$ cat config.mk
export PLATFORM = sky130hd
export DESIGN_NAME = tmr_pair
export DESIGN_NICKNAME = d
export VERILOG_FILES = /design/src/rtl/tmr_pkg.sv /design/src/rtl/tmr_edge_sense.sv /design/src/rtl/tmr_cnt_gate.sv /design/src/rtl/tmr_chan.sv /design/src/rtl/tmr_pair.sv
export SDC_FILE = /design/constraint.sdc
export NUM_CORES = 1
export LEC_CHECK = 0
export ABC_AREA = 0
export CORE_ASPECT_RATIO = 1.75
export CORE_MARGIN = 2
export CORE_UTILIZATION = 60
export CTS_CLUSTER_DIAMETER = 60
export DETAILED_ROUTE_END_ITERATION = 8
export MAX_ROUTING_LAYER = met4
export PLACE_DENSITY = 0.82
export SYNTH_ARGS = -nofsm -noshare
export SYNTH_HDL_FRONTEND = slang
export SYNTH_SLANG_ARGS = --single-unit
$ cat constraint.sdc
create_clock -name clk -period 4.8 [get_ports clk]
set_clock_uncertainty 0.2 [all_clocks]
set_input_delay 0.72 -clock clk [delete_from_list [all_inputs] [get_ports clk]]
set_output_delay 0.72 -clock clk [all_outputs]
set_load 0.005 [all_outputs]
$ cat src/rtl/tmr_pkg.sv
package tmr_pkg;
  typedef enum logic [1:0] {
    MD_13B   = 2'd0,
    MD_16B   = 2'd1,
    MD_8RL   = 2'd2,
    MD_SPLIT = 2'd3
  } tmr_mode_e;

  localparam int unsigned ADR_MODE     = 0;
  localparam int unsigned ADR_CTRL     = 1;
  localparam int unsigned ADR_CNT_BASE = 2;

  localparam int unsigned NIB_W    = 4;
  localparam int unsigned NIB_GATE = 3;
  localparam int unsigned NIB_CSEL = 2;

  localparam int unsigned CTL_RUN0 = 0;
  localparam int unsigned CTL_FLG0 = 1;
  localparam int unsigned CTL_RUN1 = 2;
  localparam int unsigned CTL_FLG1 = 3;
endpackage

$ cat src/rtl/tmr_edge_sense.sv
module tmr_edge_sense (
  input  logic clk,
  input  logic rst_n,
  input  logic tick_i,
  input  logic pin_i,
  output logic fall_o
);
  logic prev_q;

  always_ff @(posedge clk or negedge rst_n) begin
    if (!rst_n) begin
      prev_q <= 1'b0;
    end else if (tick_i) begin
      prev_q <= pin_i;
    end
  end

  assign fall_o = tick_i & prev_q & ~pin_i;
endmodule

$ cat src/rtl/tmr_cnt_gate.sv
module tmr_cnt_gate (
  input  logic tick_i,
  input  logic run_i,
  input  logic gate_en_i,
  input  logic gate_pin_i,
  input  logic csel_i,
  input  logic fall_i,
  output logic inc_o
);
  logic enabled;
  logic event_ok;

  always_comb begin
    enabled  = run_i & (~gate_en_i | gate_pin_i);
    event_ok = csel_i ? fall_i : 1'b1;
    inc_o    = tick_i & enabled & event_ok;
  end
endmodule

$ cat src/rtl/tmr_chan.sv
module tmr_chan
  import tmr_pkg::*;
#(
  parameter int unsigned BYTE_W    = 8,
  parameter int unsigned PRE_W     = 5,
  parameter bit          SPLIT_CAP = 1'b0
) (
  input  logic              clk,
  input  logic              rst_n,
  input  tmr_mode_e         mode_i,
  input  logic              inc_i,
  input  logic              hi_inc_i,
  input  logic              wr_lo_i,
  input  logic              wr_hi_i,
  input  logic [BYTE_W-1:0] wdata_i,
  output logic [BYTE_W-1:0] lo_o,
  output logic [BYTE_W-1:0] hi_o,
  output logic              ovf_o,
  output logic              ovf_hi_o
);
  localparam int unsigned W2 = 2 * BYTE_W;

  logic [BYTE_W-1:0] lo_q, lo_d, hi_q, hi_d;
  logic [W2:0]       wide_sum;
  logic [BYTE_W:0]   hi_sum;
  logic              upd;

  assign wide_sum = {1'b0, hi_q, lo_q} + 1'b1;
  assign hi_sum   = {1'b0, hi_q} + 1'b1;
  assign upd      = inc_i | hi_inc_i | wr_lo_i | wr_hi_i;

  always_comb begin
    lo_d     = lo_q;
    hi_d     = hi_q;
    ovf_o    = 1'b0;
    ovf_hi_o = 1'b0;
    unique case (mode_i)
      MD_13B: begin
        if (inc_i) begin
          if (&lo_q[PRE_W-1:0]) begin
            lo_d[PRE_W-1:0] = '0;
            hi_d            = hi_sum[BYTE_W-1:0];
            ovf_o           = hi_sum[BYTE_W];
          end else begin
            lo_d[PRE_W-1:0] = lo_q[PRE_W-1:0] + 1'b1;
          end
        end
      end
      MD_16B: begin
        if (inc_i) begin
          {hi_d, lo_d} = wide_sum[W2-1:0];
          ovf_o        = wide_sum[W2];
        end
      end
      MD_8RL: begin
        if (inc_i) begin
          if (&lo_q) begin
            lo_d  = hi_q;
            ovf_o = 1'b1;
          end else begin
            lo_d = lo_q + 1'b1;
          end
        end
      end
      MD_SPLIT: begin
        if (SPLIT_CAP) begin
          if (inc_i) begin
            lo_d  = lo_q + 1'b1;
            ovf_o = &lo_q;
          end
          if (hi_inc_i) begin
            hi_d     = hi_sum[BYTE_W-1:0];
            ovf_hi_o = hi_sum[BYTE_W];
          end
        end
      end
      default: ;
    endcase
    if (wr_lo_i) lo_d = wdata_i;
    if (wr_hi_i) hi_d = wdata_i;
  end

  always_ff @(posedge clk or negedge rst_n) begin
    if (!rst_n) begin
      lo_q <= '0;
      hi_q <= '0;
    end else if (upd) begin
      lo_q <= lo_d;
      hi_q <= hi_d;
    end
  end

  assign lo_o = lo_q;
  assign hi_o = hi_q;


  hold_idle_chk: assert property (@(posedge clk) disable iff (!rst_n)
    !(inc_i || hi_inc_i || wr_lo_i || wr_hi_i) |=> ($stable(lo_q) && $stable(hi_q)));


  reload_chk: assert property (@(posedge clk) disable iff (!rst_n)
    (mode_i == MD_8RL && inc_i && (&lo_q) && !wr_lo_i && !wr_hi_i)
      |=> (lo_q == $past(hi_q) && $stable(hi_q)));


  wrap16_chk: assert property (@(posedge clk) disable iff (!rst_n)
    (mode_i == MD_16B && inc_i && (&{hi_q, lo_q}) && !wr_lo_i && !wr_hi_i)
      |=> (lo_q == '0 && hi_q == '0));


  wr_lo_chk: assert property (@(posedge clk) disable iff (!rst_n)
    wr_lo_i |=> (lo_q == $past(wdata_i)));

  generate
    if (!SPLIT_CAP) begin : g_hold3

      mode3_hold_chk: assert property (@(posedge clk) disable iff (!rst_n)
        (mode_i == MD_SPLIT && !wr_lo_i && !wr_hi_i) |=> ($stable(lo_q) && $stable(hi_q)));
    end
  endgenerate
endmodule

$ cat src/rtl/tmr_pair.sv
module tmr_pair
  import tmr_pkg::*;
#(
  parameter int unsigned BYTE_W = 8,
  parameter int unsigned PRE_W  = 5,
  parameter int unsigned ADDR_W = 3
) (
  input  logic              clk,
  input  logic              rst_n,
  input  logic              tick_i,
  input  logic [1:0]        cnt_pin_i,
  input  logic [1:0]        gate_pin_i,
  input  logic              bus_we_i,
  input  logic [ADDR_W-1:0] bus_addr_i,
  input  logic [BYTE_W-1:0] bus_wdata_i,
  output logic [BYTE_W-1:0] bus_rdata_o,
  output logic [1:0]        ovf_o
);
  localparam int unsigned NCH    = 2;
  localparam int unsigned MODE_W = NIB_W * NCH;

  logic [MODE_W-1:0] mode_q, mode_d;
  logic [NCH-1:0]    run_q, run_d, flag_q, flag_d;
  logic              mode_wr, ctl_wr, split;
  logic [NCH-1:0]    ovf_main, ovf_hi;
  logic [BYTE_W-1:0] lo_b [NCH];
  logic [BYTE_W-1:0] hi_b [NCH];

  assign mode_wr = bus_we_i && (bus_addr_i == ADDR_W'(ADR_MODE));
  assign ctl_wr  = bus_we_i && (bus_addr_i == ADDR_W'(ADR_CTRL));
  assign split   = (mode_q[1:0] == MD_SPLIT);

  generate
    for (genvar i = 0; i < NCH; i++) begin : g_ch
      logic [NIB_W-1:0] nib;
      logic             fall, inc, run_eff, hi_inc, wr_lo, wr_hi;

      assign nib   = mode_q[NIB_W*i +: NIB_W];
      assign wr_lo = bus_we_i && (bus_addr_i == ADDR_W'(ADR_CNT_BASE + 2*i));
      assign wr_hi = bus_we_i && (bus_addr_i == ADDR_W'(ADR_CNT_BASE + 2*i + 1));

      if (i == 0) begin : g_c0
        assign run_eff = run_q[0];
        assign hi_inc  = tick_i & run_q[1];
      end else begin : g_c1
        assign run_eff = run_q[1] | split;
        assign hi_inc  = 1'b0;
      end

      tmr_edge_sense u_edge (
        .clk    (clk),
        .rst_n  (rst_n),
        .tick_i (tick_i),
        .pin_i  (cnt_pin_i[i]),
        .fall_o (fall)
      );

      tmr_cnt_gate u_gate (
        .tick_i     (tick_i),
        .run_i      (run_eff),
        .gate_en_i  (nib[NIB_GATE]),
        .gate_pin_i (gate_pin_i[i]),
        .csel_i     (nib[NIB_CSEL]),
        .fall_i     (fall),
        .inc_o      (inc)
      );

      tmr_chan #(
        .BYTE_W    (BYTE_W),
        .PRE_W     (PRE_W),
        .SPLIT_CAP (i == 0)
      ) u_chan (
        .clk      (clk),
        .rst_n    (rst_n),
        .mode_i   (tmr_mode_e'(nib[1:0])),
        .inc_i    (inc),
        .hi_inc_i (hi_inc),
        .wr_lo_i  (wr_lo),
        .wr_hi_i  (wr_hi),
        .wdata_i  (bus_wdata_i),
        .lo_o     (lo_b[i]),
        .hi_o     (hi_b[i]),
        .ovf_o    (ovf_main[i]),
        .ovf_hi_o (ovf_hi[i])
      );
    end
  endgenerate

  logic flag1_set;
  assign flag1_set = split ? ovf_hi[0] : (ovf_main[1] | ovf_hi[1]);

  always_comb begin
    mode_d    = mode_wr ? bus_wdata_i[MODE_W-1:0] : mode_q;
    run_d     = run_q;
    if (ctl_wr) begin
      run_d[0] = bus_wdata_i[CTL_RUN0];
      run_d[1] = bus_wdata_i[CTL_RUN1];
    end
    flag_d[0] = ovf_main[0] | (flag_q[0] & ~(ctl_wr & ~bus_wdata_i[CTL_FLG0]));
    flag_d[1] = flag1_set   | (flag_q[1] & ~(ctl_wr & ~bus_wdata_i[CTL_FLG1]));
  end

  always_ff @(posedge clk or negedge rst_n) begin
    if (!rst_n) begin
      mode_q <= '0;
      run_q  <= '0;
      flag_q <= '0;
    end else begin
      if (mode_wr) mode_q <= mode_d;
      if (ctl_wr)  run_q  <= run_d;
      flag_q <= flag_d;
    end
  end

  always_comb begin
    bus_rdata_o = '0;
    case (bus_addr_i)
      ADDR_W'(ADR_MODE):         bus_rdata_o = BYTE_W'(mode_q);
      ADDR_W'(ADR_CTRL):         bus_rdata_o = BYTE_W'({flag_q[1], run_q[1], flag_q[0], run_q[0]});
      ADDR_W'(ADR_CNT_BASE):     bus_rdata_o = lo_b[0];
      ADDR_W'(ADR_CNT_BASE + 1): bus_rdata_o = hi_b[0];
      ADDR_W'(ADR_CNT_BASE + 2): bus_rdata_o = lo_b[1];
      ADDR_W'(ADR_CNT_BASE + 3): bus_rdata_o = hi_b[1];
      default:                   bus_rdata_o = '0;
    endcase
  end

  assign ovf_o = flag_q;


  flag0_keep_chk: assert property (@(posedge clk) disable iff (!rst_n)
    (flag_q[0] && !(ctl_wr && !bus_wdata_i[CTL_FLG0])) |=> flag_q[0]);


  flag1_keep_chk: assert property (@(posedge clk) disable iff (!rst_n)
    (flag_q[1] && !(ctl_wr && !bus_wdata_i[CTL_FLG1])) |=> flag_q[1]);


  split_c1_quiet_chk: assert property (@(posedge clk) disable iff (!rst_n)
    (split && !flag_q[1] && !ovf_hi[0] && ovf_main[1]) |=> !flag_q[1]);
endmodule

==> results of run 1 <==
==> power by group through the flow <==
stage	sequential (mW)	combinational (mW)	clock [mW]
after floorplan	0.650	0.526	0
after global placement	0.738	0.672	0
after detailed placement	0.741	0.694	0
after CTS	0.733	0.699	0.259
after global routing	0.761	0.788	0.274
final	0.747	0.711	0.260
==> cell usage in the layout (no fill, tap or decap), types with 7 or more instances in the layout <==
| cell type | count |
|---|---|
| a21oi_1 | 33 |
| a31oi_1 | 9 |
| and3_1 | 8 |
| clkdlybuf4s50_1 | 27 |
| dfrtp_1 | 46 |
| ha_1 | 15 |
| inv_1 | 14 |
| mux2_2 | 13 |
| mux2i_1 | 8 |
| nand2_1 | 53 |
| nand3_1 | 21 |
| nor2_1 | 43 |
| nor3_1 | 7 |
| o21ai_0 | 35 |
| o31ai_1 | 8 |
| xnor2_1 | 11 |
| xor2_1 | 9 |
==> cell families (layout without fill, tap and decap cells) <==
family	Yosys count	after routing	share of synthesized area (%)
simple gates	172	172	23.7
compound gates	131	131	23.9
flops	46	46	32.0
buf+inv	35	53	3.97
mux	21	21	6.30
xor+xnor	20	20	4.87
fa+ha+maj	15	15	5.22
==> stage by stage <==
step / total power [mW] / hold WS [ps] / cell area [sq um] / setup slack, ps / instances
4_1_cts: 1.69 / 317 / 4000 / 931 / 536
5_1_grt: 1.82 / 326 / 4000 / 733 / 536
6_report: 1.72 / 315 / 4000 / 864 / 536
3_3_place_gp: 1.41 / 290 / 3910 / 986 / 528
2_1_floorplan: 1.18 / 224 / 3600 / 2180 / 440
3_5_place_dp: 1.44 / 298 / 3910 / 950 / 528
==> worst max-delay path: cells and delay by family <==
kind | cells | cell delay, ps
AO/OA/AOI/OAI | 2 | 340
buffers and inverters | 3 | 1680
AND/OR/NAND/NOR | 1 | 270
==> synthesized netlist by cell type (3+ instances only) <==
master | number | share of area, %
a211o_1 | 3 | 0.73
a21oi_1 | 33 | 4.6
a221o_1 | 4 | 1.1
a221oi_1 | 5 | 1.2
a22oi_1 | 5 | 1.0
a31oi_1 | 9 | 1.6
and3_1 | 8 | 1.4
buf_2 | 6 | 0.84
clkbuf_1 | 13 | 1.4
dfrtp_1 | 46 | 32
ha_1 | 15 | 5.2
inv_1 | 14 | 1.5
mux2_2 | 13 | 4.1
mux2i_1 | 8 | 2.2
nand2_1 | 53 | 5.5
nand3_1 | 21 | 2.9
nand4_1 | 5 | 0.87
nor2_1 | 43 | 4.5
nor2b_1 | 6 | 1.0
nor3_1 | 7 | 0.97
nor4_1 | 6 | 1.0
o21ai_0 | 35 | 4.9
o21ai_1 | 4 | 0.56
o31ai_1 | 8 | 1.7
or3_1 | 3 | 0.52
xnor2_1 | 11 | 2.7
xor2_1 | 9 | 2.2
==> final timing paths <==
check / start / to / slack [ps] / cells after the start
worst max-delay path: bus_addr_i[0] / bus_rdata_o[3] / 860 / 6
worst min-delay path: g_ch[1].u_edge.prev_q / g_ch[1].u_edge.prev_q / 310 / 1
worst max register to register: g_ch[1].u_chan.lo_o[0] / g_ch[1].u_chan.hi_o[5] / 1820 / 10
worst min register to register: g_ch[1].u_edge.prev_q / g_ch[1].u_edge.prev_q / 310 / 1
max in group asynchronous: rst_n / g_ch[1].u_chan.hi_o[7] / 3320 / 1
min in group asynchronous: rst_n / ovf_o[0] / 400 / 1
==> per-layer routing <==
layer  up-vias  wire, microns  GRT usage [%]  part of all wire, %
met3        62            657           4.44                  5.8
met2       178           5880           63.5                   52
li1       1652              -              -                    -
met5         -              0              -                    0
met4         0            794           24.6                  7.0
met1      1702           3960           38.2                   35
==> flip-flops by register name, indices dropped and copies added, names as in the netlist <==
register and flops:
run_q 2, ovf_o 2, g_ch.u_chan.lo_o 16, g_ch.u_chan.hi_o 16
g_ch.u_edge.prev_q 2, mode_q 8
==> layout make-up <==
| cell class | instances | share of cell area [%] |
|---|---|---|
| Clock buffer | 7 | 2.16 |
| Clock inverter | 1 | 0.125 |
| Multi-Input combinational cell | 359 | 57.7 |
| Inverter | 14 | 1.31 |
| Tap cell | 78 | 2.44 |
| Timing Repair Buffer | 31 | 7.45 |
| Sequential cell | 46 | 28.8 |
==> reports/results.txt, run 1 <==
Mapped Cells = 440
Htree depth = 2
Layout cell share with drive strength beyond 1 = 8.30%
Starting Density = 61.6%
# fillers = 510
Number of remaining DRC errors = 0
Num rows = 37
Post-route minimum period = 3940 ps
Syn nets = 474
Via count = 3594
Crit path kind = primary input to output pin
Critical path arrival = 3020 ps
Switch share = 44.4%
Synthesis-to-layout area growth = 11.2%
Routed WL per cell = 21.1 microns
Top_reg_cell synth = dfrtp_1
Clock-pin slew on the worst setup and hold paths = 80 ps
Worst Tran Pin Value = 1230 ps
Vias in the first global route = 3482
Pwr per Cell Area = 430 mW/mm^2
Final Cycle Share = 82.0%
Slew Viols, Final = 0
Hold/Removal Path Class = flip-flop to flip-flop
Clock power frac = 15.2%
Die area = 0.00665 sq mm
Leak = 1.59 nW
Status = finished, final reports clean
Startpoint types = primary input
Deepest clock path buffer count = 2
Clock Latency Late Sink = 320 ps
Final Hold Fails = 0
Ys Warns = 0
WL final = 11300 microns
Internal power = 956 uW
Critical Path End Type = output pin
CTS sink count = 46
Drt initial violations = 313
Crit-path cells = clkdlybuf4s50_1 > inv_1 > nor2_1 > a21oi_1 > o21ai_0 > clkdlybuf4s50_1
Number of synthesized register bits = 46
Netlist Area Pre-Place = 0.00360 sq mm
Setup TNS = 0 ps
Comb power frac = 41.4%
Multi-input logic area = 0.00231 sq mm
Max Freq = 0.254 GHz
Via density = 6.71
GPL Wtd Cong = 1.01
Fin util = 68.6%
Netlist cell types = 63
First-pass detailed-route iteration total = 6
IO buf count = 28
Max-cap violations = 0
Ports = 29
WP data required = 3880 ps
Crit Path Max Fanout = 14
Post-synth EDFFs = 0
Part of the power in registers = 43.5%
Max-slew headroom = 17.5%
Initial antenna violation count = 0
Async SR Flop Fraction = 100%
Antenna Cells = 0
Setup Buffers After CTS = 0
Psw = 763 uW
Pin count of the biggest net entering global routing = 47
CP max-delay cell = clkdlybuf4s50_1
DP HPWL = 8330 microns
Most common cell on crit path = clkdlybuf4s50_1
GR Overflow Total = 0
Core area = 0.00583 sq mm
Root buffer cell = clkbuf_8
Die H = 106 microns
NumNets Final = 491
TritonCTS clock tree = done
Peak VDD IR = 0.290 mV
Final setup vio count = 0
# hold bufs at CTS = 0
Overall routing resource usage = 36.5%
CTS resizes = 0
First-pass GRT wire length = 18100 microns
Average size of a mapped cell = 8.17 sq um
Total CTS buffers = 5
CP max stage delay = 800 ps
Routed Antenna Nets = 0
Die width = 62.5 microns
Unrepaired setup endpoints after global routing = no
Area of all sequential standard cells = 0.00115 sq mm
Sequential share of the synthesized area = 32.0%
Power figures use the tool's default switching activity.
==> run 2: changes to the inputs <==
CORE_UTILIZATION = 53   (was 60)
PLACE_DENSITY = 0.77   (was 0.82)
clock period = 3.2 ns   (was 4.8 ns; I/O delays follow)
==> reports/results.txt, run 2 (synthesis gave the netlist of run 1 again) <==
Status = finished, final reports clean
Synthesis-to-layout area growth = 16.9%
WL final = 11400 microns (+1.3%)
Critical Path End Type = output pin
CP startpoint = bus_addr_i[0]
Deepest clock path buffer count = 2 (unchanged)
Routed Antenna Nets = 0 (unchanged)
Reg2reg end = g_ch[1].u_chan.hi_o[5]
Psw = 1.17 mW (+53%)
Routed WL per cell = 20.7 microns (-1.9%)
Pin count of the biggest net entering global routing = 47 (unchanged)
CTS resizes = 0 (unchanged)
Max-slew headroom = 27.3% (+9.9 points)
Via count = 3706 (+3.1%)
Crit Path Max Fanout = 18 (+4)
Root buffer cell = clkbuf_16
GPL Wtd Cong = 0.972 (-3.5%)
Leak = 1.70 nW (+6.9%)
GR Overflow Total = 0 (unchanged)
R2R cell count = 10 (unchanged)
CTS sink count = 46 (unchanged)
Switch share = 40.5% (-3.9 points)
Critical path arrival = 2330 ps (-690 ps)
First-pass GRT wire length = 18600 microns (+2.7%)
Setup Buffers After CTS = 0 (unchanged)
First-pass detailed-route iteration total = 6 (unchanged)
Die H = 113 microns (+6.2%)
Startpoint types = primary input
R2r setup slk = 390 ps (-1430 ps)
Commonest non-fill, non-tap cells in the layout = nand2_1 (53), dfrtp_1 (46), nor2_1 (43)
Overall routing resource usage = 33.8% (-2.7 points)
# hold bufs at CTS = 0 (unchanged)
Pwr Total = 2.89 mW (+68%)
NumNets Final = 504 (+2.6%)
Area of all sequential standard cells = 0.00115 sq mm (unchanged)
Final setup vio count = 0 (unchanged)
Crit path kind = primary input to output pin
Max-cap violations = 0 (unchanged)
Part of the power in registers = 38.8% (-4.7 points)
CP Capture Point = bus_rdata_o[2]
Hold/Removal Path Class = primary input to async pin
Initial antenna violation count = 0 (unchanged)
Clock-pin slew on the worst setup and hold paths = 70 ps (about the same)
Via density = 6.70 (about the same)
Vias in the first global route = 3694 (+6.1%)
Die width = 66.3 microns (+6.0%)
Slew Viols, Final = 0 (unchanged)
Layout Cells excl Fill = 553 (+3.2%)
Final Hold Fails = 0 (unchanged)
Number of remaining DRC errors = 0 (unchanged)
Htree depth = 2 (unchanged)
Comb power frac = 37.2% (-4.2 points)
Drt initial violations = 397 (+27%)
Layout cell share with drive strength beyond 1 = 11.0% (+2.7 points)
Worst Tran Pin Value = 1090 ps (-145 ps)
Total CTS buffers = 5 (unchanged)
Num rows = 39 (+5.4%)
Final Cycle Share = 94.1%
WP data required = 2520 ps (-1360 ps)
Ports = 29 (unchanged)
Clock power frac = 24.0% (+8.8 points)
Unrepaired setup endpoints after global routing = no
Internal power = 1.72 mW (+80%)
Most common cell after layout, fill and taps aside = nand2_1
Multi-input logic area = 0.00231 sq mm (unchanged)
IO buf count = 28 (unchanged)
Core area = 0.00654 sq mm (+12%)
Placed insts = 545 (+3.2%)
Antenna Cells = 0 (unchanged)
DP HPWL = 8610 microns (+3.4%)
Peak VDD IR = 0.722 mV (+150%)
Max Freq = 0.332 GHz
Pwr per Cell Area = 688 mW/mm^2 (+60%)
# fillers = 564 (+11%)
Post-route minimum period = 3010 ps
Die area = 0.00749 sq mm (+13%)
Starting Density = 55.0% (-6.7 points)
TritonCTS clock tree = done
Setup TNS = 0 ps (unchanged)
Clock Latency Late Sink = 300 ps (-20 ps)
R2R Path Start = g_ch[1].u_chan.lo_o[0]
Worst hold margin = 186 ps (-129 ps)
[run 2: cell types whose count changed in the layout (fill, tap and decap cells not counted), sizes merged]
cell	delta
clkbuf	-2
buf	+13
bufinv	+2
[run 2: cell type report]
cell class / count / area share [%]
sequential: 46 / 27.4
multi-input combinational: 359 / 54.9
clock buffer: 5 / 2.98
clock inverter: 3 / 1.64
timing repair buffer: 44 / 9.40
inverter: 14 / 1.25
tap: 82 / 2.44
[run 2: worst min-delay path by stage]
stage	to	slack, ps	depth (start not counted)
2_1_floorplan	g_ch[0].u_chan.hi_o[0]	-20	0
3_3_place_gp	g_ch[0].u_edge.prev_q	290	1
3_5_place_dp	g_ch[1].u_edge.prev_q	300	1
4_1_cts	g_ch[0].u_chan.lo_o[0]	220	1
5_1_grt	g_ch[0].u_chan.lo_o[1]	270	1
6_report	g_ch[0].u_chan.lo_o[0]	190	1
[run 2: per-stage QoR]
stage / instance area, sq um / util (%) / setup slack (ps)
CTS: 4200 / 64.3 / 188
global route: 4200 / 64.3 / 93.4
detailed placement: 4010 / 61.3 / 202
global placement: 4010 / 61.3 / 234
finish: 4200 / 64.3 / 189
floorplan: 3600 / - / 667
[run 2: power by group through the flow]
stage	Sequential, mW	Clock (mW)	Combinational, mW
2_1_floorplan	0.975	0	0.788
3_3_place_gp	1.11	0	1.02
3_5_place_dp	1.12	0	1.05
4_1_cts	1.10	0.698	1.06
5_1_grt	1.15	0.723	1.19
6_report	1.12	0.694	1.08
[run 2: worst max-delay path, stage by stage]
cell and delay (ps):
clkdlybuf4s50_1 490, buf_4 240, mux2_2 370, a22oi_1 130
o21ai_0 150, clkdlybuf4s50_1 470
[run 2: metal layers]
metal	global-route usage, %	up-vias	wire (microns)
met3	4.77	82	701
met4	25.9	0	958
met2	55.3	213	5750
met5	-	-	0
li1	-	1676	-
met1	35.5	1735	4020
